[config.mk]
export PLATFORM = sky130hd
export DESIGN_NAME = tdr_ring_drainer
export DESIGN_NICKNAME = d
export VERILOG_FILES = /design/src/rtl/tdr_pkg.sv /design/src/rtl/tdr_ring_index.sv /design/src/rtl/tdr_byte_feed.sv /design/src/rtl/tdr_ring_drainer.sv
export SDC_FILE = /design/constraint.sdc
export NUM_CORES = 1
export LEC_CHECK = 0
export BUFFER_PORTS_ARGS = -buffer_cell sky130_fd_sc_hd__buf_4
export CAP_MARGIN = 0
export CELL_PAD_IN_SITES_DETAIL_PLACEMENT = 1
export CELL_PAD_IN_SITES_GLOBAL_PLACEMENT = 1
export CORE_ASPECT_RATIO = 1.25
export CORE_MARGIN = 3
export CORE_UTILIZATION = 45
export DETAILED_ROUTE_END_ITERATION = 10
export PLACE_DENSITY = 0.86
export SLEW_MARGIN = 40
export SYNTH_ARGS = -nofsm -noshare
export SYNTH_HDL_FRONTEND = slang
export SYNTH_SLANG_ARGS = --single-unit
[constraint.sdc]
create_clock -name clk -period 7.51 [get_ports clk]
set_input_delay 0 -clock clk [delete_from_list [all_inputs] [get_ports clk]]
set_output_delay 0 -clock clk [all_outputs]
set_load 0.03 [all_outputs]
[src/rtl/tdr_pkg.sv]
package tdr_pkg;

    localparam int WORD_W     = 16;
    localparam int BYTE_W     = 8;
    localparam int HI_W       = 8;
    localparam int ADDR_W     = HI_W + WORD_W;
    localparam int DESC_SHIFT = 2;

    localparam logic [1:0] OFS_BUF = 2'd0;
    localparam logic [1:0] OFS_CTL = 2'd1;
    localparam logic [1:0] OFS_LEN = 2'd2;

    localparam logic [BYTE_W-1:0] CTL_READY = 8'h83;
    localparam logic [BYTE_W-1:0] CTL_SENT  = 8'h03;

    typedef enum logic [2:0] {
        ST_IDLE,
        ST_RD_CTL,
        ST_RD_LEN,
        ST_RD_BUF,
        ST_STREAM,
        ST_WR_CTL,
        ST_NEXT,
        ST_DONE
    } drain_state_e;

    typedef struct packed {
        logic [HI_W-1:0]   hi;
        logic [WORD_W-1:0] count;
    } frame_ctx_t;

    function automatic logic [WORD_W-1:0] neg_len_to_count(input logic [WORD_W-1:0] v);
        return (~v) + 16'd1;
    endfunction

    function automatic logic [ADDR_W-1:0] desc_word_addr(
        input logic [ADDR_W-1:0] base,
        input logic [ADDR_W-1:0] idx,
        input logic [1:0]        ofs);
        return base + (idx << DESC_SHIFT) + ADDR_W'(ofs);
    endfunction

endpackage

[src/rtl/tdr_ring_index.sv]
module tdr_ring_index #(
    parameter int RING_LOG = 4
) (
    input  logic                clk,
    input  logic                rst,
    input  logic                scan_begin,
    input  logic                step,
    input  logic                frame_sent,
    output logic [RING_LOG-1:0] saved_idx,
    output logic [RING_LOG-1:0] scan_idx,
    output logic                final_visit
);
    localparam int RING_N = 1 << RING_LOG;
    localparam int VISITS = RING_N - 1;

    logic [RING_LOG-1:0] visit_q;

    always_ff @(posedge clk) begin
        if (rst) begin
            saved_idx <= '0;
            scan_idx  <= '0;
            visit_q   <= '0;
        end else begin
            if (scan_begin) begin
                scan_idx <= saved_idx;
                visit_q  <= '0;
            end else if (step) begin
                scan_idx <= scan_idx + 1'b1;
                visit_q  <= visit_q + 1'b1;
            end
            if (frame_sent) begin
                saved_idx <= saved_idx + 1'b1;
            end
        end
    end

    assign final_visit = (visit_q == RING_LOG'(VISITS - 1));

    // the scan never steps past its 15th visit
    p_window_r3: assert property (@(posedge clk) disable iff (rst)
        step |-> (visit_q < RING_LOG'(VISITS - 1)));

endmodule

[src/rtl/tdr_byte_feed.sv]
module tdr_byte_feed
    import tdr_pkg::*;
(
    input  logic              clk,
    input  logic              rst,
    input  logic              load,
    input  logic [WORD_W-1:0] load_count,
    input  logic [ADDR_W-1:0] load_addr,
    input  logic              word_valid,
    input  logic [WORD_W-1:0] word_data,
    input  logic              out_ready,
    output logic              need_word,
    output logic [ADDR_W-1:0] fetch_addr,
    output logic              out_valid,
    output logic [BYTE_W-1:0] out_data,
    output logic              out_last,
    output logic              drained
);
    logic [WORD_W-1:0] remain_q;
    logic [WORD_W-1:0] word_q;
    logic              have_q;
    logic              hi_sel_q;

    always_ff @(posedge clk) begin
        if (rst) begin
            remain_q   <= '0;
            fetch_addr <= '0;
            word_q     <= '0;
            have_q     <= 1'b0;
            hi_sel_q   <= 1'b0;
        end else if (load) begin
            remain_q   <= load_count;
            fetch_addr <= load_addr;
            have_q     <= 1'b0;
            hi_sel_q   <= 1'b0;
        end else if (word_valid && need_word) begin
            word_q <= word_data;
            have_q <= 1'b1;
        end else if (have_q && out_ready) begin
            remain_q <= remain_q - 1'b1;
            if (hi_sel_q || remain_q == 16'd1) begin
                have_q     <= 1'b0;
                hi_sel_q   <= 1'b0;
                fetch_addr <= fetch_addr + 1'b1;
            end else begin
                hi_sel_q <= 1'b1;
            end
        end
    end

    assign need_word = (remain_q != '0) && !have_q;
    assign drained   = (remain_q == '0);
    assign out_valid = have_q;
    assign out_data  = hi_sel_q ? word_q[15:8] : word_q[7:0];
    assign out_last  = have_q && (remain_q == 16'd1);

    // a byte is offered only while bytes remain
    p_valid_count_r6: assert property (@(posedge clk) disable iff (rst)
        out_valid |-> !drained);
    // accepting the marked byte ends the frame
    p_last_ends_r6: assert property (@(posedge clk) disable iff (rst)
        (out_valid && out_ready && out_last && !load) |=> drained);

endmodule

[src/rtl/tdr_ring_drainer.sv]
module tdr_ring_drainer
    import tdr_pkg::*;
#(
    parameter int RING_LOG = 4
) (
    input  logic              clk,
    input  logic              rst,
    input  logic              scan_req,
    input  logic              ctl_stop,
    input  logic              ctl_inea,
    input  logic              ctl_intr,
    input  logic [ADDR_W-1:0] ring_base,
    output logic              mem_req,
    output logic              mem_we,
    output logic [ADDR_W-1:0] mem_addr,
    output logic [WORD_W-1:0] mem_wdata,
    input  logic              mem_ack,
    input  logic [WORD_W-1:0] mem_rdata,
    output logic              tx_valid,
    input  logic              tx_ready,
    output logic [BYTE_W-1:0] tx_data,
    output logic              tx_last,
    output logic              ev_tint,
    output logic              ev_intr,
    output logic              irq_req,
    output logic              busy
);
    drain_state_e        state_q;
    frame_ctx_t          ctx_q;
    logic                sent_any_q;
    logic                pending_q;

    logic                scan_begin;
    logic                step;
    logic                frame_sent;
    logic [RING_LOG-1:0] saved_idx;
    logic [RING_LOG-1:0] scan_idx;
    logic                final_visit;

    logic                feed_load;
    logic                feed_need;
    logic [ADDR_W-1:0]   feed_addr;
    logic                feed_drained;
    logic                rerun;

    tdr_ring_index #(.RING_LOG(RING_LOG)) u_index (
        .clk         (clk),
        .rst         (rst),
        .scan_begin  (scan_begin),
        .step        (step),
        .frame_sent  (frame_sent),
        .saved_idx   (saved_idx),
        .scan_idx    (scan_idx),
        .final_visit (final_visit)
    );

    tdr_byte_feed u_feed (
        .clk        (clk),
        .rst        (rst),
        .load       (feed_load),
        .load_count (ctx_q.count),
        .load_addr  ({ctx_q.hi, mem_rdata}),
        .word_valid (state_q == ST_STREAM && mem_ack),
        .word_data  (mem_rdata),
        .out_ready  (tx_ready),
        .need_word  (feed_need),
        .fetch_addr (feed_addr),
        .out_valid  (tx_valid),
        .out_data   (tx_data),
        .out_last   (tx_last),
        .drained    (feed_drained)
    );

    assign rerun      = (pending_q || scan_req) && !ctl_stop;
    assign scan_begin = ((state_q == ST_IDLE) && scan_req && !ctl_stop) ||
                        ((state_q == ST_DONE) && rerun);
    assign step       = (state_q == ST_NEXT) && !final_visit;
    assign frame_sent = (state_q == ST_WR_CTL) && mem_ack;
    assign feed_load  = (state_q == ST_RD_BUF) && mem_ack;

    assign busy    = (state_q != ST_IDLE);
    assign ev_tint = frame_sent;
    assign ev_intr = frame_sent;
    assign irq_req = (state_q == ST_DONE) && ctl_inea && (ctl_intr || sent_any_q);

    always_comb begin
        mem_req   = 1'b0;
        mem_we    = 1'b0;
        mem_addr  = '0;
        mem_wdata = {ctx_q.hi, CTL_SENT};
        unique case (state_q)
            ST_RD_CTL: begin
                mem_req  = 1'b1;
                mem_addr = desc_word_addr(ring_base, ADDR_W'(scan_idx), OFS_CTL);
            end
            ST_RD_LEN: begin
                mem_req  = 1'b1;
                mem_addr = desc_word_addr(ring_base, ADDR_W'(scan_idx), OFS_LEN);
            end
            ST_RD_BUF: begin
                mem_req  = 1'b1;
                mem_addr = desc_word_addr(ring_base, ADDR_W'(scan_idx), OFS_BUF);
            end
            ST_STREAM: begin
                mem_req  = feed_need;
                mem_addr = feed_addr;
            end
            ST_WR_CTL: begin
                mem_req  = 1'b1;
                mem_we   = 1'b1;
                mem_addr = desc_word_addr(ring_base, ADDR_W'(scan_idx), OFS_CTL);
            end
            default: ;
        endcase
    end

    always_ff @(posedge clk) begin
        if (rst) begin
            state_q    <= ST_IDLE;
            ctx_q      <= '0;
            sent_any_q <= 1'b0;
            pending_q  <= 1'b0;
        end else begin
            if (state_q != ST_IDLE && state_q != ST_DONE && scan_req) begin
                pending_q <= 1'b1;
            end
            unique case (state_q)
                ST_IDLE: begin
                    pending_q <= 1'b0;
                    if (scan_begin) begin
                        sent_any_q <= 1'b0;
                        state_q    <= ST_RD_CTL;
                    end
                end
                ST_RD_CTL: begin
                    if (mem_ack) begin
                        ctx_q.hi <= mem_rdata[15:8];
                        state_q  <= (mem_rdata[7:0] == CTL_READY) ? ST_RD_LEN : ST_NEXT;
                    end
                end
                ST_RD_LEN: begin
                    if (mem_ack) begin
                        ctx_q.count <= neg_len_to_count(mem_rdata);
                        state_q     <= ST_RD_BUF;
                    end
                end
                ST_RD_BUF: begin
                    if (mem_ack) state_q <= ST_STREAM;
                end
                ST_STREAM: begin
                    if (feed_drained) state_q <= ST_WR_CTL;
                end
                ST_WR_CTL: begin
                    if (mem_ack) begin
                        sent_any_q <= 1'b1;
                        state_q    <= ST_NEXT;
                    end
                end
                ST_NEXT: begin
                    state_q <= final_visit ? ST_DONE : ST_RD_CTL;
                end
                ST_DONE: begin
                    pending_q <= 1'b0;
                    if (rerun) begin
                        sent_any_q <= 1'b0;
                        state_q    <= ST_RD_CTL;
                    end else begin
                        state_q <= ST_IDLE;
                    end
                end
                default: state_q <= ST_IDLE;
            endcase
        end
    end

    // nothing moves while idle
    p_idle_quiet_r1: assert property (@(posedge clk) disable iff (rst)
        !busy |-> (!tx_valid && !mem_req && !irq_req));
    // a stopped controller stays idle
    p_stop_r2: assert property (@(posedge clk) disable iff (rst)
        (!busy && ctl_stop) |=> !busy);
    // offered byte holds until taken
    p_tx_hold_r6: assert property (@(posedge clk) disable iff (rst)
        (tx_valid && !tx_ready) |=> (tx_valid && $stable(tx_data) && $stable(tx_last)));
    // one event pulse per hand-back, never back to back
    p_tint_r8: assert property (@(posedge clk) disable iff (rst)
        ev_tint |=> !ev_tint);
    // the interrupt only fires when enabled
    p_irq_en_r9: assert property (@(posedge clk) disable iff (rst)
        irq_req |-> ctl_inea);
    // a memory request holds until accepted
    p_mem_hold_r11: assert property (@(posedge clk) disable iff (rst)
        (mem_req && !mem_ack) |=> (mem_req && $stable(mem_addr) && $stable(mem_we)));

endmodule

; ---- Yosys cells after proc, flatten, opt, wreduce, memory -nomap -nowiden
; Cells that the tools add are included.
[op_classes]
n_addsub = 9
eq_ne = 19
n_mux = 31
bitwise_logic = 3
reduce_logical = 47
[ops]
columns = cell, n
row1 = $mux W24, 4
row2 = $pmux W24 S4, 1
row3 = $add A24 B1 Y24 const B, 2
row4 = $mux W16, 3
row5 = $add A24 B2 Y24 const B, 1
row6 = $add A24 B6 Y24, 1
row7 = $mux W3, 8
row8 = $pmux W3 S8, 1
row9 = $add A16 B1 Y16 const B, 1
row10 = $eq A16 B1 Y1 const B, 1
row11 = $logic_and A1 B1 Y1, 16
row12 = $logic_not A16 Y1, 1
row13 = $ne A2 B2 Y1 const B, 8
row14 = $not A16 Y16, 1
row15 = $reduce_bool A16 Y1, 1
row16 = $sub A16 B1 Y16 const B, 1
row17 = $add A4 B1 Y4 const B, 3
row18 = $eq A3 B3 Y1 const B, 4
row19 = $reduce_and A2 Y1, 6
row20 = $reduce_bool A2 Y1, 5
row21 = $mux W1, 9
row22 = $eq A8 B8 Y1 const B, 1
row23 = $mux W4, 2
row24 = $mux W8, 1
row25 = 17 further kinds, 27
[word_totals]
register_bits = 99
in_bits = 48
word_cells = 122

; ---- Depth between registers and ports, before layout
; Gate-level depths: netlist of the first run.
[logic_depth]
depth_word = 6
depth_mapped = 12
depth_no_buf = 11

; ---- Cells and area by module
; A second synthesis of the first run with hierarchy kept.
[unflattened]
hier_cells = 958
area_unflattened_um2 = 7513.5
[modules_own_cells]
columns = module, instances, cells_per_inst, area_each_um2, seq_area_each_um2
row1 = tdr_ring_drainer, 1, 539, 3816.2, 580.6
row2 = tdr_byte_feed, 1, 362, 3134.3, 1161.1
row3 = tdr_ring_index, 1, 57, 563.0, 240.2

; ---- Least setup slack after synthesis of the first run
; No wires, ideal clock.
[synth_path]
path_kind = register to output
start = reg u_index.scan_idx[0]
end = out mem_addr[23]
t_arrival_ns = 3.558
required_ns = 7.510
setup_slack_ns = 3.952
stages_incl_launch_ff = 12
cell_sequence = dfxtp_1 ha_1 inv_1 fa_1 nand2b_1 a211oi_1 xor2_1 o211ai_1 nor3b_2 nand2_1 o311a_1 nor3_1
[synth_between]
elab_chain_cells = 3
[synth_rtl]
columns = item, line_no
row1 = from (decl), tdr_ring_index.sv:10  ; output logic [RING_LOG-1:0] scan_idx,
row2 = from (signal assigned), tdr_ring_index.sv:25  ; scan_idx <= saved_idx;
row3 = from (signal assigned), tdr_ring_index.sv:28  ; scan_idx <= scan_idx + 1'b1;
row4 = $add A24 B6 Y24 *, tdr_pkg.sv:40  ; return base + (idx << DESC_SHIFT) + ADDR_W'(ofs);
row5 = $add A24 B1 Y24 or $add A24 B2 Y24 (tied branches), tdr_pkg.sv:40
row6 = $pmux W24 S4 *, tdr_ring_drainer.sv:91  ; unique case (state_q)
row7 = to (decl), tdr_ring_drainer.sv:15  ; output logic [ADDR_W-1:0] mem_addr,
; Every way passes the cells marked *; elsewhere a longest branch is shown, timed or not.

; ---- Worst setup path after layout of the first run
[layout_path]
start = reg u_index.scan_idx[0]
end = out mem_addr[21]
; The elaborated chain is that of the path after synthesis.

==> results_dict.tcl, run 1 <==
set metrics [dict create \
    setup_viol 0 \
    dp_cells 1153 \
    internal_power_uw 1071 \
    setup.worst_path.class "reg2out" \
    netlist_area_um2 7007 \
    cts_setup_buffers 0 \
    p_sw_uw 714.8 \
    wl_met1_um 9778 \
    timing.rr.start "state_q[2]" \
    netSwitchingFraction_pct 40.02 \
    drc 0 \
    seq_area_frac_synth_pct 28.29 \
    grt_pass1_wl_um 36820 \
    final_cell_mix "nor2_1, dfxtp_1, buf_4" \
    r2r_slack_ps 4460 \
    cts_buffer_depth 2 \
    clock_sinks 99 \
    grt_max_degree 97 \
    finalHoldViolCount 0 \
    worst_clock_skew_ps 11.85 \
    hold_depth 3 \
    synth_cell_types 88 \
    synthCells 908 \
    worstPathRequired_ps 7510 \
    p_leak_uw 0.003226 \
    diodes 0 \
    nFillCells 1887 \
    post_drt_wl_per_cell_um 19.56 \
    regToRegEndpoint "ctx_q[14]" \
    die_x_um 117.6 \
    rsz0062_at_grt "false" \
    highest_layer "met4" \
    drive_gt1_share_pct 15.24 \
    syn_avg_cell_area_um2 7.717 \
    multi_input_area_um2 4657 \
    core_area_um2 15140 \
    seq_power_share_pct 33.2 \
    final.setup.tns_ps 0 \
    globalplace.congestion 0.9016 \
    ios 104 \
    dp_hpwl_um 16540 \
    clk_pin_slew_worst_paths_ps 70 \
    num_rows 50 \
    cts-root-buf "clkbuf_16" \
    reg2reg_depth 7 \
    fin_crit_sh_pct 55.76 \
    worstSetupStartpointType "flop" \
    async_flop_share_pct 0 \
    drv_slew 0 \
    antenna_found_initial 0 \
    first_global_vias 7112 \
    synth_edf_count 0 \
    post-route-util_pct 54.26 \
    vdd_ir_drop_max_mv 0.1230 \
    worstHoldEndpoint "ctx_q[1]" \
    nets 1037 \
    io_buffers 95 \
    die-area_um2 17110 \
    htree_num_levels 3 \
    ys_ff_latch 99 \
    drt-pass1-iter-count 5 \
    tightest_slew_ps 900.5 \
    yosysWarnings 0 \
    track_usage_pct 26.11 \
    hold_class "in2reg" \
    p_per_area_nw_per_um2 217.4 \
    critPathCaptureType "output pin" \
    final.min_clock_period_ps 4188 \
    crit_fanout 5 \
    final_common_cell "nor2_1" \
    relSlewSlack_pct 39.74 \
    viasPerCell 6.007 \
    areaGrowthSynthToFinish_pct 17.25 \
    cts-buffers-inserted 9 \
    outcome "finished, final reports clean" \
    initial_utilization_pct 46.28 \
    dr_wl_met3_um 1116 \
    arrival_ps 4190 \
    die_height_um 145.5 \
    worstHoldStart "mem_ack" \
    p_clk_share_pct 27.8 \
    clk_latency_ps 360 \
    stdcell_count 1186 \
    wl_um 23190 \
    synth_ff_type "dfxtp_1" \
    cts_tree "yes" \
    seqCellArea_um2 1982 \
    combPwrFrac_pct 39.0 \
    vias 7124 \
    max_freq_mhz 238.8 \
    overflow 0 \
    drtIter0Drc 455 \
    maxCapViolCount 0 \
    ant_nets 0 \
    route.met2.wl_um 11650 \
]
metrics by stage:
step                      power (uW)  instance area (um2)  setup WS (ps)  hold slack [ps]
after CTS                       1785                 8215           3383            15.07
after detailed placement        1282                 7732           3800            299.4
after floorplan                 1054                 7029           3952            136.0
final                           1786                 8215           3322            22.35
after global placement          1269                 7714           3975            289.8
after global routing            1870                 8215           3124            32.98
worst max-delay path by stage:
stage	slack [ps]	endpoint	from
after floorplan	3950	mem_addr[23]	u_index.scan_idx[0]
after global placement	3970	mem_addr[17]	u_index.scan_idx[0]
after detailed placement	3800	mem_addr[21]	u_index.scan_idx[0]
after CTS	3380	mem_addr[21]	u_index.scan_idx[0]
after global routing	3120	mem_addr[23]	u_index.scan_idx[0]
final	3320	mem_addr[21]	u_index.scan_idx[0]
area by class of cell:
class	instances	share of cell area, %
clock inverter	4	0.6853
tap	208	3.168
multi-input combinational	724	56.69
sequential	99	24.12
timing repair buffer	116	11.16
clock buffer	12	3.122
inverter	23	1.051
what timing repair did:
action	4_1_cts	5_1_grt
setup endpoints to repair	0	0
hold buffers	17	0
endpoints found under the hold margin	33	0
gates resized for setup	0	0
metal layers:
metal	vias up	global-route usage (%)
li1	3377	-
met1	3480	31.97
met2	220	46.07
met3	47	4.199
met4	0	9.619
met5	-	0
flip-flops by register name, summed over array words and instances, names as in the netlist:
register           cells
u_feed.fetch_addr     24
ctx_q                 16
u_feed.remain_q       16
u_feed.word_q         16
mem_wdata              8
u_index.saved_idx      4
u_index.scan_idx       4
u_index.visit_q        4
state_q                3
pending_q              1
sent_any_q             1
u_feed.hi_sel_q        1
u_feed.out_valid       1
power by group through the flow:
stage	Combinational (uW)	Sequential, uW	Clock [uW]
2_1_floorplan	473	581	0
3_3_place_gp	667	602	0
3_5_place_dp	679	604	0
4_1_cts	690	592	502
5_1_grt	743	599	528
6_report	697	592	497
critical path, cell delays in order, from the launching register on:
cell	delay, ps
dfxtp_1	390
ha_1	240
inv_1	100
fa_1	430
nand2b_1	250
a211oi_1	290
xor2_1	450
o211ai_1	290
nor3b_2	380
nand2_1	190
o311ai_0	400
o221ai_1	210
buf_4	210
synth_stat cells (all sizes together) (6+ instances only):
library cell    n  area share (%)
ha             15             2.7
inv            22             1.2
and3           15             1.3
a211oi         48             5.3
nor4           17             1.9
nor2          143             7.8
a21o            7            0.75
dfxtp          99              28
nand2          80             4.3
a21oi          48             3.4
xor2           41             5.1
nand3          28             2.0
clkbuf         44             2.4
nor3           28             2.0
and2            6            0.54
mux2i          20             2.9
buf            24             2.3
o21ai          29             2.1
or3             8            0.79
o211ai          8            0.93
nand4          21             2.0
mux2            8             1.3
xnor2          44             5.5
or4             6            0.70
cell families (layout without fill, tap and decap cells):
family | count (synthesis) | count (layout) | share of synthesized area, %
AND/OR/NAND/NOR | 387 | 387 | 27.75
AO/OA/AOI/OAI | 200 | 200 | 20.20
flip-flops | 99 | 99 | 28.29
buffers and inverters | 91 | 155 | 5.928
XOR/XNOR | 85 | 85 | 10.62
multiplexers | 28 | 28 | 4.143
adder cells (fa/ha/maj) | 16 | 16 | 2.964
other | 2 | 8 | 0.1072
Note: power is estimated with default switching activity, not from simulation.
==> run 2, diff against run 1 <==
CORE_UTILIZATION = 39   (was 45)
PLACE_DENSITY = 0.79   (was 0.86)
clock period = 3.8 ns   (was 7.51 ns; I/O delays follow)
==> run 2 against run 1 <==
Compared with the run above:
- the flow now finishes with violations (negative hold slack)
- first-iteration DRC count shrank 14%
- global-route usage shrank 2.3 points
- non-clock buffer count grew 14
- hold slack lost 22 ps
- clock skew grew 6.9 ps
- via count shrank 1.0%
- highest routed layer unchanged
==> results_dict.tcl, run 2 (same netlist as run 1, synthesis figures left out) <==
set metrics [dict create \
    worstPathRequired_ps 3800 \
    htree_num_levels 3 \
    viasPerCell 5.798 \
    vdd_ir_drop_max_mv 0.2975 \
    clk_pin_slew_worst_paths_ps 70 \
    cts_tree "yes" \
    largest_reg_flops 24 \
    track_usage_pct 23.85 \
    globalplace.congestion 0.8942 \
    clock_sinks 99 \
    power.total_uw 3554 \
    ios 104 \
    violations "negative hold slack" \
    crit_fanout 11 \
    overflow 0 \
    cts-root-buf "clkbuf_16" \
    max_freq_mhz 275.2 \
    p_clk_share_pct 26.8 \
    fin_area_um2 8421 \
    p_per_area_nw_per_um2 422.0 \
    die-area_um2 19620 \
    placed_area_um2 7843 \
    wl_um 23780 \
    setup_viol 0 \
    drt-pass1-iter-count 7 \
    first_global_vias 7239 \
    worstSetupStartpointType "flop" \
    grt_max_degree 97 \
    regMostFlops "u_feed.fetch_addr" \
    setup.worst_path.class "reg2out" \
    die_x_um 125.9 \
    die_height_um 155.9 \
    netSwitchingFraction_pct 41.67 \
    relSlewSlack_pct 47.63 \
    ant_nets 0 \
    final_cell_mix "nor2_1, buf_4, dfxtp_1" \
    worst_clock_skew_ps 18.72 \
    internal_power_uw 2073 \
    num_rows 54 \
    clk_latency_ps 360 \
    cts-buffers-inserted 9 \
    vias 7050 \
    p_sw_uw 1481 \
    post_drt_wl_per_cell_um 19.56 \
    cts_buffer_depth 2 \
    finalHoldViolCount 1 \
    initial_utilization_pct 39.89 \
    critPathCaptureType "output pin" \
    final_common_cell "nor2_1" \
    final.min_clock_period_ps 3634 \
    nFillCells 2172 \
    io_buffers 95 \
    grt_pass1_wl_um 38340 \
    diodes 0 \
    nets 1051 \
    p_leak_uw 0.003342 \
    dp_hpwl_um 17360 \
    maxCapViolCount 0 \
    drive_gt1_share_pct 17.94 \
    fin_crit_sh_pct 95.63 \
    seq_power_share_pct 32.7 \
    outcome "finished, violations left" \
    drv_slew 0 \
    antenna_found_initial 0 \
    drc 0 \
    drtIter0Drc 390 \
    combPwrFrac_pct 40.5 \
    areaGrowthSynthToFinish_pct 20.18 \
    holdWs_ps -0.1447 \
    arrival_ps 3630 \
    tightest_slew_ps 785.5 \
    hold_class "in2reg" \
    core_area_um2 17570 \
]
-- run 2: cell count changes in the layout (fill, tap and decap cells not counted), sizes merged --
cell	delta
buf	+15
inv	+4
clkbuf	-3
clkinv	+2
clkinvlp	-2
bufinv	-1
dlygate4sd3	-1
-- run 2: routing by layer --
layer  share of wire, %  GRT usage, %  vias to the layer above
met5                  0             0                        -
met4                2.4         7.001                        0
met3                4.4         3.425                       42
met2                 50         42.23                      182
met1                 43         30.15                     3396
li1                   -             -                     3430
-- run 2: through the flow --
step	instances	setup TNS (ps)	setup slack, ps	util [%]
after floorplan	914	0	241.9	-
after global placement	1183	0	405.4	44.62
after detailed placement	1183	0	305.8	44.64
after CTS	1216	0	10.39	47.45
after global routing	1216	-355.4	-84.14	47.93
final	1216	0	166.0	47.93
-- run 2: what timing repair did --
action                     in CTS  in global routing
hold endpoints to repair       34                  0
resized for setup               5                 17
pin swaps                       1                  1
setup endpoints to repair       5                 10
hold buffers                   16                  0
setup buffers                   1                  0
-- run 2: final cells by class --
class | count | area, um2 | share of cell area [%]
sequential | 99 | 1983 | 23.55
timing repair buffer | 130 | 1020 | 12.11
tap | 224 | 280.3 | 3.328
inverter | 23 | 86.33 | 1.025
clock buffer | 9 | 225.2 | 2.675
multi-input combinational | 724 | 4742 | 56.32
clock inverter | 7 | 83.83 | 0.9955
-- run 2: critical path, cell delays in order (launching register included) --
cell      delay (ps)
dfxtp_2          370
ha_2             230
inv_1             60
fa_1             440
nand2b_4         210
a21o_4           270
nor4_2           290
nor2_2           110
or4b_4           550
o31a_1           310
o21ai_1          160
o211ai_2         100
buf_4            180
-- run 2: path summary, 6_finish.rpt --
path                            slack, ps               endpoint                start  cells past startpoint
worst min register to register        460               ctx_q[4]             ctx_q[4]                      2
worst max-delay path                  170           mem_addr[22]  u_index.scan_idx[0]                     12
worst max register to register        910  u_feed.fetch_addr[22]  u_feed.remain_q[11]                      7
worst min-delay path                 -0.1       u_feed.word_q[5]         mem_rdata[5]                      3
-- run 2: power by group through the flow --
stage          Combinational, uW  Sequential (uW)  Clock [uW]
2_1_floorplan                934             1150           0
3_3_place_gp                1380             1180           0
3_5_place_dp                1390             1190           0
4_1_cts                     1410             1160         983
5_1_grt                     1530             1170        1030
6_report                    1440             1160         951
==> run 3, diff against run 2 <==
SETUP_SLACK_MARGIN = 0.3   (was default)
==> run 3 against run 2 <==
Compared with the run above:
- the run now ends clean
- worst setup slack improved by 260 ps
- highest routed layer unchanged
- clock-buffer cell count rose by 1
- largest cell class unchanged
- total power fell by 1.1%
- critical endpoint unchanged
==> results_dict.tcl, run 3 (same netlist as run 1, synthesis figures left out) <==
set metrics [dict create \
    first_global_vias 7063 \
    overflow 0 \
    viasPerCell 5.799 \
    max_freq_mhz 296.2 \
    placed_area_um2 7833 \
    io_buffers 95 \
    crit_fanout 5 \
    num_rows 54 \
    areaGrowthSynthToFinish_pct 21.91 \
    drt-pass1-iter-count 5 \
    arrival_ps 3380 \
    die_height_um 155.9 \
    final.min_clock_period_ps 3377 \
    core_area_um2 17570 \
    final_cell_mix "nor2_1, buf_4, dfxtp_1" \
    reg2reg_depth 7 \
    clk_latency_ps 350 \
    drv_slew 0 \
    clock_sinks 99 \
    maxCapViolCount 0 \
    regMostFlops "u_feed.fetch_addr" \
    largest_reg_flops 24 \
    initial_utilization_pct 39.89 \
    outcome "finished, final reports clean" \
    setup.worst_path.class "reg2out" \
    final.setup.tns_ps 0 \
    post_drt_wl_per_cell_um 19.34 \
    track_usage_pct 23.60 \
    clk_pin_slew_worst_paths_ps 70 \
    p_per_area_nw_per_um2 411.4 \
    final_common_cell "nor2_1" \
    grt_max_degree 97 \
    cts_buffer_depth 2 \
    setup_viol 0 \
    p_leak_uw 0.003382 \
    cts_tree "yes" \
    hold_depth 3 \
    diodes 0 \
    globalplace.congestion 0.9143 \
    ant_nets 0 \
    r2r_slack_ps 870 \
    antenna_found_initial 0 \
    grt_pass1_wl_um 37480 \
    relSlewSlack_pct 46.97 \
    worst_clock_skew_ps 8.323 \
    wl_um 23670 \
    post-route-util_pct 48.63 \
    tightest_slew_ps 790.7 \
    htree_num_levels 3 \
    die_x_um 125.9 \
    hold_class "in2reg" \
    fin_crit_sh_pct 88.86 \
    fin_area_um2 8542 \
    ios 104 \
    cts-root-buf "clkbuf_16" \
    worstPathRequired_ps 3800 \
    worstSetupStartpointType "flop" \
    vias 7098 \
    finalHoldViolCount 0 \
    vdd_ir_drop_max_mv 0.2270 \
    die-area_um2 19620 \
    drc 0 \
    critPathCaptureType "output pin" \
    nets 1059 \
    cts-buffers-inserted 9 \
    rsz0062_at_grt "true" \
    drive_gt1_share_pct 19.60 \
    drtIter0Drc 399 \
    nFillCells 2154 \
    dp_hpwl_um 16990 \
]
-- run 3: changes by cell type in the layout (fill, tap and decap cells not counted), moves of 2 or more --
| cell | before | now |
|---|---|---|
| o21ai_2 | 1 | 3 |
| buf_4 | 113 | 118 |
| inv_6 | 2 | 4 |
| ha_1 | 14 | 12 |
| xnor2_2 | 1 | 3 |
| xnor2_1 | 43 | 41 |
| clkinv_8 | 2 | 0 |
| inv_8 | 3 | 0 |
| ha_4 | 0 | 3 |
-- run 3: metal layers --
| layer | global-route usage, % | part of all wire (%) | up-vias |
|---|---|---|---|
| met2 | 41.57 | 51 | 175 |
| li1 | - | - | 3432 |
| met3 | 3.151 | 4.0 | 32 |
| met5 | 0 | 0 | - |
| met4 | 7.767 | 2.0 | 0 |
| met1 | 29.83 | 43 | 3459 |
-- run 3: repair_timing --
item,CTS,global route
pin swaps,3,10
buffers inserted,2,8
hold buffers,17,0
endpoints found under the hold margin,37,0
setup endpoints to repair,13,10
cloned,0,0
gates resized for setup,21,18
-- run 3: worst paths after layout --
check,start,end
setup / recovery,u_index.scan_idx[1],mem_addr[22]
hold / removal,mem_ack,ctx_q[4]
setup reg to reg,u_feed.remain_q[11],u_feed.fetch_addr[22]
hold reg to reg,ctx_q[4],ctx_q[4]
-- run 3: final cells by class --
type	count	area (um2)	area share, %
Multi-Input combinational cell	724	4828	56.53
Timing Repair Buffer	138	1084	12.68
Inverter	23	86.33	1.011
Tap cell	224	280.3	3.281
Clock inverter	6	47.55	0.5566
Sequential cell	99	1987	23.26
Clock buffer	10	229.0	2.681
-- run 3: per-stage QoR --
step                worst slack, ps  hold slack (ps)  total power, uW  cells
global route                  253.6            36.96             3713   1224
detailed placement            344.0            293.7             2565   1181
global placement              431.6            280.2             2552   1181
floorplan                     352.6            136.0             2085    914
finish                        423.4            44.72             3515   1224
CTS                           322.2            20.41             3495   1216
-- run 3: report_power, final --
part / internal (uW) / leakage, uW / total (uW) / switching [uW]
clock: 453 / 0.000134 / 884 / 431
combinational: 527 / 0.00245 / 1460 / 936
sequential: 1090 / 0.000800 / 1170 / 73.5
total: 2070 / 0.00338 / 3510 / 1440
-- run 3: worst max-delay path, stage by stage (launching register included) --
cell	delay (ps)
dfxtp_2	350
ha_1	330
a211oi_4	350
o21ai_2	140
a2111oi_4	420
nor2_2	110
or4b_4	600
o31a_1	330
o21ai_2	120
o211ai_2	110
buf_6	160
